$ cat src/rtl/cos_pkg.sv
package cos_pkg;

    typedef enum logic [1:0] {
        ST_RUN      = 2'd0,
        ST_PARK     = 2'd1,
        ST_RESYNC_A = 2'd2,
        ST_RESYNC_B = 2'd3
    } cos_state_e;

endpackage

$ cat src/rtl/cos_sync_chain.sv
module cos_sync_chain #(
    parameter int W      = 1,
    parameter int STAGES = 2
) (
    input  logic         clk,
    input  logic         rst_n,
    input  logic [W-1:0] d,
    output logic [W-1:0] q
);

    logic [W-1:0] stage_q [STAGES];

    always_ff @(posedge clk or negedge rst_n) begin
        if (!rst_n) begin
            stage_q[0] <= '0;
        end else begin
            stage_q[0] <= d;
        end
    end

    for (genvar s = 1; s < STAGES; s++) begin : g_stage
        always_ff @(posedge clk or negedge rst_n) begin
            if (!rst_n) begin
                stage_q[s] <= '0;
            end else begin
                stage_q[s] <= stage_q[s-1];
            end
        end
    end

    assign q = stage_q[STAGES-1];

endmodule

$ cat src/rtl/cos_regfile.sv
module cos_regfile #(
    parameter int NUM_PINS = 30,
    parameter int REG_W    = 16,
    parameter int ADDR_W   = 3
) (
    input  logic                clk,
    input  logic                rst_n,
    input  logic                bus_wr,
    input  logic [ADDR_W-1:0]   bus_addr,
    input  logic [REG_W-1:0]    bus_wdata,
    output logic [REG_W-1:0]    bus_rdata,
    input  logic [NUM_PINS-1:0] pin_dir,
    output logic [NUM_PINS-1:0] en_vec,
    output logic [NUM_PINS-1:0] pullup_en,
    output logic                clr_flag
);

    localparam int REG_CNT  = (NUM_PINS + REG_W - 1) / REG_W;
    localparam int CLR_ADDR = 2 * REG_CNT;

    logic [NUM_PINS-1:0] en_q;
    logic [NUM_PINS-1:0] pu_q;

    for (genvar b = 0; b < NUM_PINS; b++) begin : g_bit
        localparam int WORD = b / REG_W;
        localparam int POS  = b % REG_W;

        always_ff @(posedge clk or negedge rst_n) begin
            if (!rst_n) begin
                en_q[b] <= 1'b0;
                pu_q[b] <= 1'b0;
            end else if (bus_wr) begin
                if (bus_addr == ADDR_W'(WORD)) begin
                    en_q[b] <= bus_wdata[POS];
                end
                if (bus_addr == ADDR_W'(REG_CNT + WORD)) begin
                    pu_q[b] <= bus_wdata[POS];
                end
            end
        end
    end

    always_comb begin
        bus_rdata = '0;
        for (int b = 0; b < NUM_PINS; b++) begin
            if (bus_addr == ADDR_W'(b / REG_W)) begin
                bus_rdata[b % REG_W] = en_q[b];
            end
            if (bus_addr == ADDR_W'(REG_CNT + b / REG_W)) begin
                bus_rdata[b % REG_W] = pu_q[b];
            end
        end
    end

    assign en_vec    = en_q;
    assign pullup_en = pu_q & ~pin_dir;
    assign clr_flag  = bus_wr && (bus_addr == ADDR_W'(CLR_ADDR));

endmodule

$ cat src/rtl/cos_ctrl.sv
module cos_ctrl
    import cos_pkg::*;
#(
    parameter int NUM_PINS = 30
) (
    input  logic                clk,
    input  logic                rst_n,
    input  logic                sleep_req,
    input  logic [NUM_PINS-1:0] pin_raw,
    input  logic [NUM_PINS-1:0] pin_view,
    input  logic [NUM_PINS-1:0] en_vec,
    input  logic                clr_flag,
    input  logic                wake_seen,
    output logic                irq,
    output logic                wake_req,
    output cos_state_e          state_o
);

    cos_state_e          state_q;
    cos_state_e          state_d;
    logic [NUM_PINS-1:0] snap_q;
    logic                flag_q;
    logic                run_hit;
    logic                set_flag;
    logic                take_snap;

    // state register
    always_ff @(posedge clk or negedge rst_n) begin
        if (!rst_n) begin
            state_q <= ST_RUN;
        end else begin
            state_q <= state_d;
        end
    end

    // next state: go_to_sleep, clock_back, sync_wait, resume
    always_comb begin
        state_d = state_q;
        unique case (state_q)
            ST_RUN:      if (sleep_req)  state_d = ST_PARK;
            ST_PARK:     if (!sleep_req) state_d = ST_RESYNC_A;
            ST_RESYNC_A: state_d = ST_RESYNC_B;
            ST_RESYNC_B: state_d = ST_RUN;
            default:     state_d = ST_RUN;
        endcase
    end

    // decode of the current state into actions
    always_comb begin
        run_hit   = 1'b0;
        set_flag  = 1'b0;
        take_snap = 1'b0;
        wake_req  = 1'b0;
        unique case (state_q)
            ST_RUN: begin
                run_hit   = |(en_vec & (pin_view ^ snap_q));
                set_flag  = run_hit;
                take_snap = 1'b1;
            end
            ST_PARK, ST_RESYNC_A: begin
                wake_req = |(en_vec & (pin_raw ^ snap_q));
            end
            ST_RESYNC_B: begin
                wake_req  = |(en_vec & (pin_raw ^ snap_q));
                set_flag  = wake_seen;
                take_snap = 1'b1;
            end
            default: begin
                take_snap = 1'b1;
            end
        endcase
    end

    // registered outputs: snapshot and sticky flag
    always_ff @(posedge clk or negedge rst_n) begin
        if (!rst_n) begin
            snap_q <= '0;
            flag_q <= 1'b0;
        end else begin
            if (take_snap) begin
                snap_q <= pin_view;
            end
            if (set_flag) begin
                flag_q <= 1'b1;
            end else if (clr_flag) begin
                flag_q <= 1'b0;
            end
        end
    end

    assign irq     = flag_q;
    assign state_o = state_q;

endmodule

$ cat src/rtl/cos_wake_detector.sv
module cos_wake_detector #(
    parameter int NUM_PINS    = 30,
    parameter int REG_W       = 16,
    parameter int ADDR_W      = 3,
    parameter int SYNC_STAGES = 2
) (
    input  logic                clk,
    input  logic                rst_n,
    input  logic                sleep_req,
    input  logic                bus_wr,
    input  logic [ADDR_W-1:0]   bus_addr,
    input  logic [REG_W-1:0]    bus_wdata,
    output logic [REG_W-1:0]    bus_rdata,
    input  logic [NUM_PINS-1:0] pin_in,
    input  logic [NUM_PINS-1:0] pin_dir,
    output logic                irq,
    output logic                wake_req,
    output logic [NUM_PINS-1:0] pullup_en
);

    logic [NUM_PINS-1:0]  en_vec;
    logic [NUM_PINS-1:0]  pin_view;
    logic                 clr_flag;
    logic                 wake_seen;
    cos_pkg::cos_state_e  fsm_state;

    cos_regfile #(
        .NUM_PINS (NUM_PINS),
        .REG_W    (REG_W),
        .ADDR_W   (ADDR_W)
    ) u_regs (
        .clk       (clk),
        .rst_n     (rst_n),
        .bus_wr    (bus_wr),
        .bus_addr  (bus_addr),
        .bus_wdata (bus_wdata),
        .bus_rdata (bus_rdata),
        .pin_dir   (pin_dir),
        .en_vec    (en_vec),
        .pullup_en (pullup_en),
        .clr_flag  (clr_flag)
    );

    cos_sync_chain #(
        .W      (NUM_PINS),
        .STAGES (SYNC_STAGES)
    ) u_pin_sync (
        .clk   (clk),
        .rst_n (rst_n),
        .d     (pin_in),
        .q     (pin_view)
    );

    cos_sync_chain #(
        .W      (1),
        .STAGES (SYNC_STAGES)
    ) u_wake_sync (
        .clk   (clk),
        .rst_n (rst_n),
        .d     (wake_req),
        .q     (wake_seen)
    );

    cos_ctrl #(
        .NUM_PINS (NUM_PINS)
    ) u_ctrl (
        .clk       (clk),
        .rst_n     (rst_n),
        .sleep_req (sleep_req),
        .pin_raw   (pin_in),
        .pin_view  (pin_view),
        .en_vec    (en_vec),
        .clr_flag  (clr_flag),
        .wake_seen (wake_seen),
        .irq       (irq),
        .wake_req  (wake_req),
        .state_o   (fsm_state)
    );

endmodule

$ cat config.mk
export PLATFORM = sky130hd
export DESIGN_NAME = cos_wake_detector
export DESIGN_NICKNAME = d
export VERILOG_FILES = /design/src/rtl/cos_pkg.sv /design/src/rtl/cos_sync_chain.sv /design/src/rtl/cos_regfile.sv /design/src/rtl/cos_ctrl.sv /design/src/rtl/cos_wake_detector.sv
export SDC_FILE = /design/constraint.sdc
export NUM_CORES = 1
export LEC_CHECK = 0
export BUFFER_PORTS_ARGS = -buffer_cell sky130_fd_sc_hd__buf_2
export CAP_MARGIN = 25
export CORE_UTILIZATION = 55
export DETAILED_ROUTE_END_ITERATION = 12
export PLACE_DENSITY_LB_ADDON = 0.05
export SYNTH_ARGS = -nofsm -noshare
export SYNTH_HDL_FRONTEND = slang
export SYNTH_HIERARCHICAL = 1
export SYNTH_SLANG_ARGS = --single-unit
$ cat constraint.sdc
create_clock -name clk -period 4.3 [get_ports clk]
set_input_delay 0.43 -clock clk [delete_from_list [all_inputs] [get_ports clk]]
set_output_delay 0.43 -clock clk [all_outputs]
set_load 0.01 [all_outputs]
Yosys cells after proc, flatten, opt, wreduce, memory -nomap -nowiden

Cells that the tools add are included.

Equality and inequality tests: 9
Reduce and logical (&&, ||, !) cells: 13
Muxes and demuxes: 68
Bitwise logic cells: 6

Operator list:

| cell                                                 | number |
|---|---|
| bitwise AND 30 bit                                   | 3 |
| 2-to-1 mux 1 bit                                     | 64 |
| OR reduction 30 bit                                  | 2 |
| XOR 30 bit                                           | 2 |
| NOT 30 bit                                           | 1 |
| AND reduction 2 bit                                  | 5 |
| case mux 2 bit (4 select lines)                      | 1 |
| equality test 3 x 2 -> 1 bit (second input constant) | 2 |
| equality test 2 bit (second input constant)          | 2 |
| 2-to-1 mux 2 bit                                     | 2 |
| inequality test 2 bit (second input constant)        | 2 |
| equality test 3 x 1 -> 1 bit (second input constant) | 1 |
| equality test 3 bit (second input constant)          | 1 |
| logical NOT 3 bit                                    | 1 |
| OR reduction 3 bit                                   | 1 |
| equality test 2 x 1 -> 1 bit (second input constant) | 1 |
| logical NOT 2 bit                                    | 1 |
| case mux 1 bit (2 select lines)                      | 1 |
| nonzero test 2 bit                                   | 1 |
| OR reduction 2 bit                                   | 1 |
| logical AND 1 bit                                    | 1 |

Input port bits: 83
Output and inout port bits: 48
Bits in registers: 155
Word-level logic and storage cells: 163

Depth between registers and ports, before layout

Gate-level depths: netlist (run 1).

Depth after elaboration: 5
Gate-level depth with buffers: 6
Mapped depth without buffers: 5

By module

Netlist (run 1), hierarchy kept.

By module, submodules not included:

| module                        | seq. area each (sq um) | area each (sq um) | cells each | instances |
|---|---|---|---|---|
| cos_regfile                   | 1,501.4                | 2,936.6           | 216        | 1 |
| cos_ctrl                      | 825.8                  | 2,125.8           | 185        | 1 |
| cos_sync_chain at u_pin_sync  | 1,501.4                | 1,726.7           | 90         | 1 |
| cos_sync_chain at u_wake_sync | 50.0                   | 50.0              | 2          | 1 |

Worst setup path before layout (run 1)

No wires, ideal clock.

Kind: in2out
Start point: input port bus_addr[2]
End point: output port bus_rdata[10]
Required time: 3.870 ns
Arrival time: 1.282 ns
Path buffers: 2
Path slack: 2.588 ns
Stages: 4
Cell sequence: or2_2 > clkbuf_1 > buf_2 > o22ai_1

Word-level cells in the longest chain between the ends: 5
Elaborated cells on any way between the ends: 8
Classes of those cells: 3 x eq/ne; 4 x mux; 1 x reduce/logical

Ends and longest elaborated chain:

| item                 | line                    | text |
|---|---|---|
| start, declared      | cos_wake_detector.sv:11 | `input logic [ADDR_W-1:0] bus_addr,` |
| logical NOT 3 bit    | cos_regfile.sv:46       | `if (bus_addr == ADDR_W'(b / REG_W)) begin` |
| 2-to-1 mux 1 bit     | cos_regfile.sv:46       |  |
| 2-to-1 mux 1 bit     | cos_regfile.sv:49       | `if (bus_addr == ADDR_W'(REG_CNT + b / REG_W)) begin` |
| 2-to-1 mux 1 bit     | cos_regfile.sv:46       |  |
| 2-to-1 mux 1 bit (*) | cos_regfile.sv:49       |  |
| end, declared        | cos_wake_detector.sv:13 | `output logic [REG_W-1:0] bus_rdata,` |

Every way passes the cells marked *; elsewhere a longest branch is shown, timed or not.

Final worst setup path (run 1)

Start point: register u_ctrl.snap_q[14]
End point: output port wake_req

Word-level cells in the longest chain between the ends: 4

Ends and longest elaborated chain:

| item                   | line                           | text |
|---|---|---|
| start, declared        | cos_ctrl.sv:21                 | `logic [NUM_PINS-1:0] snap_q;` |
| start signal, assigned | cos_ctrl.sv:81                 | `snap_q <= pin_view;` |
| XOR 30 bit             | cos_ctrl.sv:61, cos_ctrl.sv:64 |  |
| bitwise AND 30 bit     | cos_ctrl.sv:61, cos_ctrl.sv:64 |  |
| OR reduction 30 bit    | cos_ctrl.sv:61, cos_ctrl.sv:64 |  |
| 2-to-1 mux 1 bit       | --                             |  |
| end, declared          | cos_wake_detector.sv:17        | `output logic wake_req,` |

Every way passes these cells.

==> results of run 1 <==
==> worst max-delay path, cell delays in order, from the launching register on <==
cell and delay (ns):
dfrtp_1 0.40, xor2_1 0.17, a22oi_1 0.37, nand4_1 0.20, nor4_1 0.38, nor2_1 0.09, buf_2 0.15
==> power by group through the flow <==
stage | sequential (W) | combinational [W] | clock [W]
finish | 0.00211 | 0.00139 | 0.00138
global placement | 0.00211 | 0.00135 | 0
floorplan | 0.00203 | 0.00103 | 0
global route | 0.00216 | 0.00152 | 0.00147
CTS | 0.00211 | 0.00140 | 0.00142
detailed placement | 0.00213 | 0.00139 | 0
==> routing by layer <==
metal / wire length, um / global-route usage / vias to the layer above
met3: 576 / 0.0510 / 17
met2: 7300 / 0.402 / 109
met1: 6690 / 0.326 / 2167
met5: 0 / 0 / -
met4: 196 / 0.0930 / 0
li1: - / - / 1924
==> through the flow <==
stage	hold WS, ns	worst slack [ns]	cell area, sq um
2_1_floorplan	0.134	2.59	6840
3_3_place_gp	0.333	1.58	7410
3_5_place_dp	0.336	1.51	7410
4_1_cts	0.0753	1.67	7960
5_1_grt	0.117	1.55	7970
6_report	0.0634	1.69	7970
==> path summary, 6_finish.rpt <==
kind / endpoint / startpoint
setup reg to reg: u_ctrl/snap_q[7]$_DFFE_PN0P_ / u_ctrl/state_o[0]$_DFFE_PN0P_
max in group asynchronous: u_regs/en_vec[22]$_DFFE_PN0P_ / rst_n
hold / removal: u_pin_sync/q[13]$_DFF_PN0_ / rst_n
min in group clk: u_pin_sync/stage_q[51]$_DFF_PN0_ / pin_in[21]
setup / recovery: wake_req / u_ctrl/snap_q[14]$_DFFE_PN0P_
hold reg to reg: u_pin_sync/q[15]$_DFF_PN0_ / u_pin_sync/stage_q[45]$_DFF_PN0_
==> logic make-up (layout without fill, tap and decap cells) <==
family	Yosys count	count (layout)	synth area share
DFF	155	155	0.567
muxes	121	121	0.194
xor gates and xnor gates	60	60	0.0768
buffers and inverters	49	165	0.0509
AOI/OAI and AO/OA	47	47	0.0488
and+or+nand+nor	56	56	0.0536
adders and majority gates	5	5	0.00915
==> Yosys cell counts, drive strengths merged <==
| cell | count | area share |
|---|---|---|
| a211oi | 1 | 0.0011 |
| a22oi | 30 | 0.033 |
| and4bb | 2 | 0.0037 |
| buf | 44 | 0.048 |
| clkbuf | 3 | 0.0016 |
| dfrtp | 155 | 0.57 |
| ha | 5 | 0.0091 |
| inv | 2 | 0.0011 |
| mux2 | 90 | 0.15 |
| mux2i | 31 | 0.045 |
| nand2 | 2 | 0.0011 |
| nand2b | 3 | 0.0027 |
| nand3 | 2 | 0.0015 |
| nand4 | 6 | 0.0055 |
| nand4b | 1 | 0.0013 |
| nor2 | 5 | 0.0027 |
| nor2b | 30 | 0.027 |
| nor4 | 2 | 0.0018 |
| nor4b | 1 | 0.0035 |
| nor4bb | 1 | 0.0015 |
| o21ai | 1 | 0.00073 |
| o221ai | 1 | 0.0013 |
| o22ai | 14 | 0.013 |
| or2 | 1 | 0.00092 |
| xor2 | 60 | 0.077 |
==> sequential cells by signal (all words and copies together) (netlist names) <==
signal	flops
u_ctrl/irq	1
u_ctrl/snap_q	30
u_ctrl/state_o	2
u_pin_sync/q	30
u_pin_sync/stage_q	30
u_regs/en_vec	30
u_regs/pu_q	30
u_wake_sync/q	1
u_wake_sync/stage_q	1
==> layout make-up <==
class / instances / area, sq um / area share
clock buffer: 26 / 509 / 0.0639
timing repair buffer: 135 / 698 / 0.0876
multi-input combinational: 289 / 2630 / 0.330
inverter: 2 / 7.51 / 0.000942
sequential: 155 / 3880 / 0.487
clock inverter: 2 / 35.0 / 0.00440
tap: 168 / 210 / 0.0264
==> metrics.md, run 1 <==
| Metric | Value |
|---|---|
| Status | `complete, no violations` |
| Rows | `40` |
| Avg WL per Cell | `between 15 and 20 um` |
| RSZ-0062 raised after global routing | `false` |
| Crit path capture type | `primary output` |
| Tcrit/Tclk final | `0.608` |
| I/O Pins | `around 130` |
| CP required | `3.87 ns` |
| DR iter-0 viols | `between 200 and 250` |
| Final nets | `approximately 690` |
| Mean Syn Cell Area | `roughly 14 sq um` |
| Placed Cells | `about 750` |
| Non-Filler Instances | `a little under 800` |
| Critical path type | `reg2out` |
| Die Span X | `114 um` |
| Seq pwr share | `0.432` |
| Internal Power | `approximately 0.0034 W` |
| Sw Ratio | `0.308` |
| First-pass GRT wire length | `around 23 mm` |
| Vias in the first global route | `~4300` |
| Logic pwr share | `0.285` |
| # setup viols final | `0` |
| Die H | `114 um` |
| Worst-path clk slew | `0.05 ns` |
| Area growth syn-to-layout | `16.5%` |
| CTS resizes | `0` |
| Reg2reg path depth | `4` |
| WP data arrival | `2.18 ns` |
| Htree depth | `4` |
| Post-CTS setup buffers | `0` |
| Vias per inst | `between 5 and 6` |
| Register area share after synthesis | `0.567` |
| Flops & latches, synth | `~160` |
| CTS tree | `built` |
| Total die area | `0.0129 sq mm` |
| Max Fanout on Critical Path | `3` |
| Clock Latency Late Sink | `around 0.41 ns` |
| Clock share of power | `0.283` |
| Syn. warnings | `6` |
| Final core occ | `0.660` |
| Mapped Cells | `roughly 490` |
| Final Hold Fails | `0` |
| Worst slew pin tran | `1.06 ns` |
| Most common cell after layout, fill and taps aside | `dfrtp_1` |
| Filler cells | `927` |
| Hold Path Class | `in2async` |
| Final setup TNS | `0 ns` |
| Setup crit start kind | `flip-flop` |
| Drt drc | `0` |
| Drt first pass iters | `5` |
| Register-to-register setup slack | `about 2.2 ns` |
| Hold Buf Count CTS | `0` |
| Routed Antenna Nets | `0` |
| Most frequent cells in the layout | `dfrtp_1 (155), buf_2 (129), mux2_2 (89)` |
| Synth Cell Area | `just under 0.007 sq mm` |
| HPWL after DPL | `around 11 mm` |
| Max-slew headroom | `0.293` |
| Mapped Nets | `between 500 and 600` |
| Total wire length | `around 15 mm` |
| Leakage power | `3.74 nW` |
| NetSw | `between 0.0015 and 0.002 W` |
| CTS max path bufs | `2` |
| Fmax | `about 0.38 GHz` |
| Placeable Area | `approximately 0.012 sq mm` |
| Power per Cell Area | `just over 600 mW/mm^2` |
| Total power | `approximately 0.0049 W` |
| DR vias | `4217` |
| Root Driver | `clkbuf_16` |
| Post-layout min period | `between 2 and 3 ns` |
| Synth cell types | `30` |
| GRT Util Overall | `0.246` |
| Ant. Diodes | `0` |
| PortBufs | `130` |
| Grt total ovfl | `0` |
| Total CTS buffers | `17` |
| Max Cap Violations | `0` |
| CTS Sinks | `about 160` |
| Clock skew | `between 0.004 and 0.005 ns` |
| Largest net degree at the start of global routing | `79` |
| Slew Viols, Final | `0` |
| Layout cells sized above 1 | `0.414` |
| GPL Wtd Cong | `between 0.8 and 0.9` |
| Max rail drop VDD | `about 0.00032 V` |
| Starting Density | `0.567` |
| Initial antenna violation count | `0` |
Note: power is estimated with default switching activity, not from simulation.
==> run 2, diff against run 1 <==
==> constraint.sdc (replaced) <==
create_clock -name clk -period 2.49 [get_ports clk]
set_input_delay 0.249 -clock clk [delete_from_list [all_inputs] [get_ports clk]]
set_output_delay 0.249 -clock clk [all_outputs]
set_load 0.01 [all_outputs]
==> metrics.md, run 2 (synthesized netlist as in run 1, its figures left out) <==
| Metric | Value |
|---|---|
| Placeable Area | `0.0121 sq mm (unchanged)` |
| Total wire length | `15.2 mm (+2.8%)` |
| Initial antenna violation count | `0 (unchanged)` |
| Max Cap Violations | `0 (unchanged)` |
| Total die area | `0.0129 sq mm (unchanged)` |
| Avg WL per Cell | `18.6 um (-2.4%)` |
| Rows | `40 (unchanged)` |
| Drt drc | `0 (unchanged)` |
| Max Fanout on Critical Path | `2 (-1)` |
| Worst reg2reg startpoint | `u_ctrl/state_o[0]$_DFFE_PN0P_` |
| Max-slew headroom | `0.437 (+0.144)` |
| Final setup margin | `0.0959 ns (-1.59 ns)` |
| Number of cells on the critical path | `8 (+2)` |
| Drt first pass iters | `4 (-1)` |
| Hold Path Class | `in2reg` |
| Critical path's largest stage delay | `0.53 ns (+0.13 ns)` |
| Vias per inst | `5.23 (-3.6%)` |
| Post-layout min period | `2.39 ns` |
| Max rail drop VDD | `0.000578 V (+78%)` |
| Final Hold Fails | `0 (unchanged)` |
| Final nets | `725 (+5.4%)` |
| CTS Sinks | `155 (unchanged)` |
| Power per Cell Area | `1020 mW/mm^2 (+66%)` |
| Routed Antenna Nets | `0 (unchanged)` |
| # setup viols final | `0 (unchanged)` |
| Most common cell after layout, fill and taps aside | `dfrtp_1` |
| CTS max path bufs | `2 (unchanged)` |
| First-pass GRT wire length | `23.9 mm (+3.7%)` |
| I/O Pins | `131 (unchanged)` |
| Clock skew | `0.00902 ns (+0.00446 ns)` |
| Die Span X | `114 um (unchanged)` |
| GRT Util Overall | `0.253 (+0.00708)` |
| Root Driver | `clkbuf_16` |
| HPWL after DPL | `10.5 mm (-0.11%)` |
| CTS tree | `built` |
| Register-to-register setup slack | `0.72 ns (-1.47 ns)` |
| Critical path type | `in2out` |
| Fmax | `~0.42 GHz` |
| Number of buffer and inverter stages on the critical path | `3 (+2)` |
| Area growth syn-to-layout | `22.2%` |
| DR vias | `4279 (+1.5%)` |
| Slowest CP cell | `dlygate4sd3_1` |
| Largest net degree at the start of global routing | `54 (-32%)` |
| Total CTS buffers | `17 (unchanged)` |
| Worst slew pin tran | `0.844 ns (-0.216 ns)` |
| Grt total ovfl | `0 (unchanged)` |
| Pre-CTS setup slack | `0.450 ns (-1.06 ns)` |
| Reg2reg end | `u_ctrl/snap_q[1]$_DFFE_PN0P_` |
| Final core occ | `0.693 (+0.0322)` |
| Tcrit/Tclk final | `0.962` |
| Top delay family on crit path | `buffers and inverters` |
| Slew Viols, Final | `0 (unchanged)` |
| Hold Slack | `0.0763 ns (+0.0129 ns)` |
| Worst-path clk slew | `0.06 ns (about the same)` |
| Non-Filler Instances | `818 (+5.3%)` |
| Post-CTS setup buffers | `0 (unchanged)` |
| Most frequent cells in the layout | `dfrtp_1 (155), buf_2 (129), mux2_2 (89)` |
| Die H | `114 um (unchanged)` |
| Critical Path Source | `pin_in[23]` |
| PortBufs | `130 (unchanged)` |
| Placed Cells | `755 (+0.94%)` |
| Clock Latency Late Sink | `0.42 ns (about the same)` |
| Layout cells sized above 1 | `0.406 (-0.00764)` |
| Htree depth | `4 (unchanged)` |
| CP cell instances | `dlygate4sd3_1 > buf_2 > xor2_1 > a22oi_1 > nand4_1 > nor4_2 > nor2_1 > buf_2` |
| Leakage power | `3.91 nW (+4.4%)` |
| CP required | `2.24 ns (-1.63 ns)` |
| Most frequent CP cell | `buf_2` |
| GPL Wtd Cong | `0.764 (-6.3%)` |
| WP data arrival | `2.15 ns (-0.03 ns)` |
| Starting Density | `0.567 (unchanged)` |
| Status | `complete, no violations` |
| Crit path to | `wake_req` |
| Ant. Diodes | `0 (unchanged)` |
| Crit path capture type | `primary output` |
| Vias in the first global route | `4508 (+4.9%)` |
| Setup crit start kind | `input port` |
| Reg2reg path depth | `4 (unchanged)` |
| DR iter-0 viols | `218 (+5.3%)` |
[run 2: cell types whose count changed in the layout (fill, tap and decap cells not counted), sizes merged]
cell / before / now
dlygate4sd3: 0 / 31
buf: 135 / 141
clkbuf: 26 / 20
clkinv: 1 / 7
clkinvlp: 0 / 3
bufinv: 1 / 2
[run 2: metal layers]
layer | up-vias | GRT usage | share of wire
met5 | - | 0 | 0
met1 | 2185 | 0.347 | 0.46
li1 | 1996 | - | -
met3 | 8 | 0.0542 | 0.033
met4 | 0 | 0.0772 | 0.0076
met2 | 90 | 0.407 | 0.49
[run 2: power breakdown]
part	internal, W	switching (W)	total, W
logic	0.00130	0.00113	0.00243
clock network	0.00147	0.000993	0.00246
registers	0.00309	0.000545	0.00364
[run 2: layout make-up]
| class | instances | area, sq um |
|---|---|---|
| tap | 168 | 210 |
| sequential | 155 | 3880 |
| clock inverter | 12 | 125 |
| inverter | 2 | 7.51 |
| fill | 892 | 3710 |
| timing repair buffer | 172 | 1060 |
| clock buffer | 20 | 437 |
| multi-input combinational | 289 | 2630 |
[run 2: how the worst min path moves through the flow]
stage / startpoint / endpoint / slack, ns / depth (start not counted)
floorplan: rst_n / u_ctrl/irq$_DFFE_PN0P_ / -0.05 / 0
global placement: rst_n / u_pin_sync/q[22]$_DFF_PN0_ / 0.22 / 1
detailed placement: rst_n / u_ctrl/snap_q[6]$_DFFE_PN0P_ / 0.23 / 1
CTS: bus_wdata[14] / u_regs/en_vec[14]$_DFFE_PN0P_ / 0.06 / 2
global route: bus_wdata[15] / u_regs/en_vec[15]$_DFFE_PN0P_ / 0.07 / 2
finish: bus_wdata[14] / u_regs/en_vec[14]$_DFFE_PN0P_ / 0.08 / 2
[run 2: through the flow]
stage / TNS [ns] / instance area (sq um) / power, W
4_1_cts: 0 / 8350 / 0.00858
3_3_place_gp: 0 / 7480 / 0.00596
3_5_place_dp: 0 / 7480 / 0.00606
2_1_floorplan: 0 / 6840 / 0.00530
6_report: 0 / 8350 / 0.00853
5_1_grt: -0.0654 / 8350 / 0.00897
[run 2: worst reg2reg max path, cell delays in order, from the launching register on]
cell     delay, ns
dfrtp_1       0.39
inv_1         0.10
ha_1          0.34
buf_4         0.41
mux2_2        0.41
[run 2: repair_timing]
| item | CTS | global route |
|---|---|---|
| resized for setup | 0 | 1 |
| setup endpoints to repair | 0 | 1 |
| hold buffers | 31 | 0 |
| endpoints found under the hold margin | 79 | 0 |
==> run 3, diff against run 2 <==
--- a/config.mk
+++ b/config.mk
@@ -5,6 +5,7 @@
 export SDC_FILE = /design/constraint.sdc
 export NUM_CORES = 1
 export LEC_CHECK = 0
+export ABC_AREA = 1
 export BUFFER_PORTS_ARGS = -buffer_cell sky130_fd_sc_hd__buf_2
 export CAP_MARGIN = 25
 export CORE_UTILIZATION = 55
==> metrics.md, run 3 <==
| Metric | Value |
|---|---|
| Worst slew pin tran | `0.556 ns (-0.288 ns)` |
| Primary FF master, synth | `dfrtp_1` |
| Starting Density | `0.574 (+0.00655)` |
| Critical Path Source | `pin_in[14]` |
| Htree depth | `4 (unchanged)` |
| Clock Latency Late Sink | `0.42 ns (about the same)` |
| Power per Cell Area | `946 mW/mm^2 (-7.4%)` |
| Total CTS buffers | `17 (unchanged)` |
| Layout cells sized above 1 | `0.172 (-0.234)` |
| HPWL after DPL | `12.5 mm (+19%)` |
| Root Driver | `clkbuf_16` |
| CTS resizes | `0 (unchanged)` |
| Final Hold Fails | `0 (unchanged)` |
| Status | `complete, no violations` |
| Synth Cell Area | `0.00736 sq mm (+7.6%)` |
| RSZ-0062 raised after global routing | `false` |
| Setup crit start kind | `input port` |
| Largest net degree at the start of global routing | `63 (+17%)` |
| Flops & latches, synth | `155 (unchanged)` |
| Max rail drop VDD | `0.000640 V (+11%)` |
| CP cell instances | `dlygate4sd3_1 > buf_2 > or2_1 > nand3_1 > o21ai_0 > nor2_1 > nand4_1 > nor2_1 > a21oi_1 > buf_2` |
| Tcrit/Tclk final | `0.896 (-0.0650)` |
| Clock skew | `0.00663 ns (-0.00239 ns)` |
| Mean Syn Cell Area | `7.94 sq um (-43%)` |
| Area growth syn-to-layout | `20.0%` |
| Max Fanout on Critical Path | `3 (+1)` |
| Most common cell after layout, fill and taps aside | `nand2_1` |
| Crit path capture type | `primary output` |
| Vias per inst | `4.90 (-6.4%)` |
| Post-layout min period | `2.23 ns (-0.162 ns)` |
| Avg WL per Cell | `14.3 um (-23%)` |
| Synth area leader | `dfrtp_1` |
| Crit path to | `wake_req` |
| Syn. warnings | `6 (unchanged)` |
| Most frequent cells in the layout | `nand2_1 (335), dfrtp_1 (155), buf_2 (129)` |
| Reg2reg path depth | `4 (unchanged)` |
| Post-CTS setup buffers | `0 (unchanged)` |
| Critical path type | `in2out` |
| Mapped Cells | `927 (+88%)` |
| Filler cells | `1091 (+22%)` |
| Leakage power | `4.75 nW (+22%)` |
| Total die area | `0.0138 sq mm (+7.4%)` |
| GPL Wtd Cong | `0.814 (+6.6%)` |
| Worst reg2reg startpoint | `u_ctrl/state_o[1]$_DFFE_PN0P_` |
| I/O Pins | `131 (unchanged)` |
| PortBufs | `130 (unchanged)` |
| Slew Viols, Final | `0 (unchanged)` |
| Register-to-register setup slack | `0.97 ns (+0.25 ns)` |
| Rows | `41 (+2.5%)` |
| GRT Util Overall | `0.275 (+0.0214)` |
| Placeable Area | `0.0128 sq mm (+6.3%)` |
| Slowest CP cell | `dlygate4sd3_1` |
| Final setup TNS | `0 ns (unchanged)` |
| Post-synth EDFFs | `0 (unchanged)` |
| Post-synth top area share | `0.527 (-0.0398)` |
| Final nets | `1150 (+59%)` |
| Asr flop ratio synth | `1.00 (unchanged)` |
| Max-slew headroom | `0.629 (+0.192)` |
| Initial antenna violation count | `0 (unchanged)` |
| Die H | `118 um (+3.6%)` |
| Vias in the first global route | `5744 (+27%)` |
| Reg2reg end | `u_ctrl/snap_q[21]$_DFFE_PN0P_` |
| Fmax | `0.448 GHz (+7.3%)` |
| CTS tree | `built` |
| Commonest cells post-synth | `nand2_1 (335), dfrtp_1 (155), inv_1 (105)` |
| DR iter-0 viols | `557 (+160%)` |
| WP data arrival | `1.98 ns (-0.17 ns)` |
| Routed Antenna Nets | `0 (unchanged)` |
| Mapped Nets | `1015 (+75%)` |
| CP required | `2.24 ns (about the same)` |
| Ant. Diodes | `0 (unchanged)` |
| Total wire length | `17.8 mm (+17%)` |
| Top cells by area, synth | `dfrtp_1 (53%), nand2_1 (17%), inv_1 (5.4%)` |
| Drt first pass iters | `5 (+1)` |
| Hold Path Class | `in2reg` |
| DR vias | `6097 (+42%)` |
| Die Span X | `118 um (+3.6%)` |
| First-pass GRT wire length | `29.1 mm (+22%)` |
| Critical path's largest stage delay | `0.53 ns (about the same)` |
| Most frequent cell after synthesis | `nand2_1` |
| CTS Sinks | `155 (unchanged)` |
| Worst-path clk slew | `0.06 ns (about the same)` |
| CTS max path bufs | `2 (unchanged)` |
| # setup viols final | `0 (unchanged)` |
| Max Cap Violations | `0 (unchanged)` |
| Register area share after synthesis | `0.527 (-0.0398)` |
| Hold Slack | `0.0394 ns (-0.0369 ns)` |
| Hold Buf Count CTS | `31 (unchanged)` |
| Grt total ovfl | `0 (unchanged)` |
| Synth cell types | `27 (-10%)` |
| Drt drc | `0 (unchanged)` |
[run 3: changes by cell type in the layout (fill, tap and decap cells not counted), moves of 11 or more]
cell     change
o22ai_1     -14
o21ai_1     +19
nor2b_1     -30
nor2_1      +85
a22oi_1     -30
nand2_1    +333
mux2i_1     -31
xor2_1      -55
inv_1      +103
nand3_1     +71
o21ai_0     +36
mux2_2      -88
or2_1       +11
[run 3: where the power goes]
part / switching (W) / total (W) / internal, W
clock network: 0.000963 / 0.00248 / 0.00152
logic: 0.00137 / 0.00225 / 0.000877
registers: 0.000553 / 0.00362 / 0.00306
total: 0.00289 / 0.00835 / 0.00546
[run 3: final cells by class]
type | count | area (sq um) | share of cell area
clock inverters | 6 | 61.3 | 0.00694
flip-flops and latches | 155 | 3880 | 0.439
clock buffers | 24 | 512 | 0.0580
repair buffers | 168 | 1040 | 0.118
well taps | 172 | 215 | 0.0244
multi-input cells | 609 | 2700 | 0.306
inverters | 111 | 417 | 0.0472
[run 3: worst min path at each step]
stage | cells after the start | slack [ns] | startpoint | end
after CTS | 3 | 0.02 | bus_wdata[14] | u_regs/pu_q[14]$_DFFE_PN0P_
after global routing | 3 | 0.04 | bus_wdata[15] | u_regs/pu_q[15]$_DFFE_PN0P_
after detailed placement | 1 | 0.26 | rst_n | u_ctrl/state_o[0]$_DFFE_PN0P_
final | 3 | 0.04 | bus_wdata[15] | u_regs/pu_q[15]$_DFFE_PN0P_
after global placement | 1 | 0.27 | rst_n | u_ctrl/snap_q[29]$_DFFE_PN0P_
after floorplan | 0 | -0.05 | rst_n | u_ctrl/irq$_DFFE_PN0P_
[run 3: cells by family after synthesis]
family,Yosys count,share of synthesized area
AO/OA/AOI/OAI,60,0.0408
XOR/XNOR,5,0.00595
adder cells (fa/ha/maj),5,0.00850
buffers and inverters,163,0.106
flip-flops,155,0.527
multiplexers,1,0.00153
AND/OR/NAND/NOR,538,0.310
[run 3: worst max-delay path: cells and delay by family]
family / cells / cell delay, ns
AO/OA/AOI/OAI: 2 / 0.22
AND/OR/NAND/NOR: 5 / 0.71
buffers and inverters: 3 / 0.81
[run 3: metrics by stage]
stage / std cells / utilization / setup slack (ns) / total power (W) / area [sq um]
floorplan: 927 / - / 1.15 / 0.00507 / 7360
global placement: 1184 / 0.620 / 0.655 / 0.00577 / 7950
detailed placement: 1184 / 0.620 / 0.614 / 0.00584 / 7950
CTS: 1245 / 0.688 / 0.243 / 0.00839 / 8830
global route: 1245 / 0.688 / 0.147 / 0.00894 / 8830
finish: 1245 / 0.688 / 0.258 / 0.00835 / 8830
[run 3: metal layers]
metal  vias to the layer above  part of all wire  GRT usage
met2                       185              0.48      0.445
li1                       3091                 -          -
met1                      2810              0.46      0.378
met4                         0            0.0097     0.0841
met5                         -                 0          0
met3                        11             0.050     0.0470
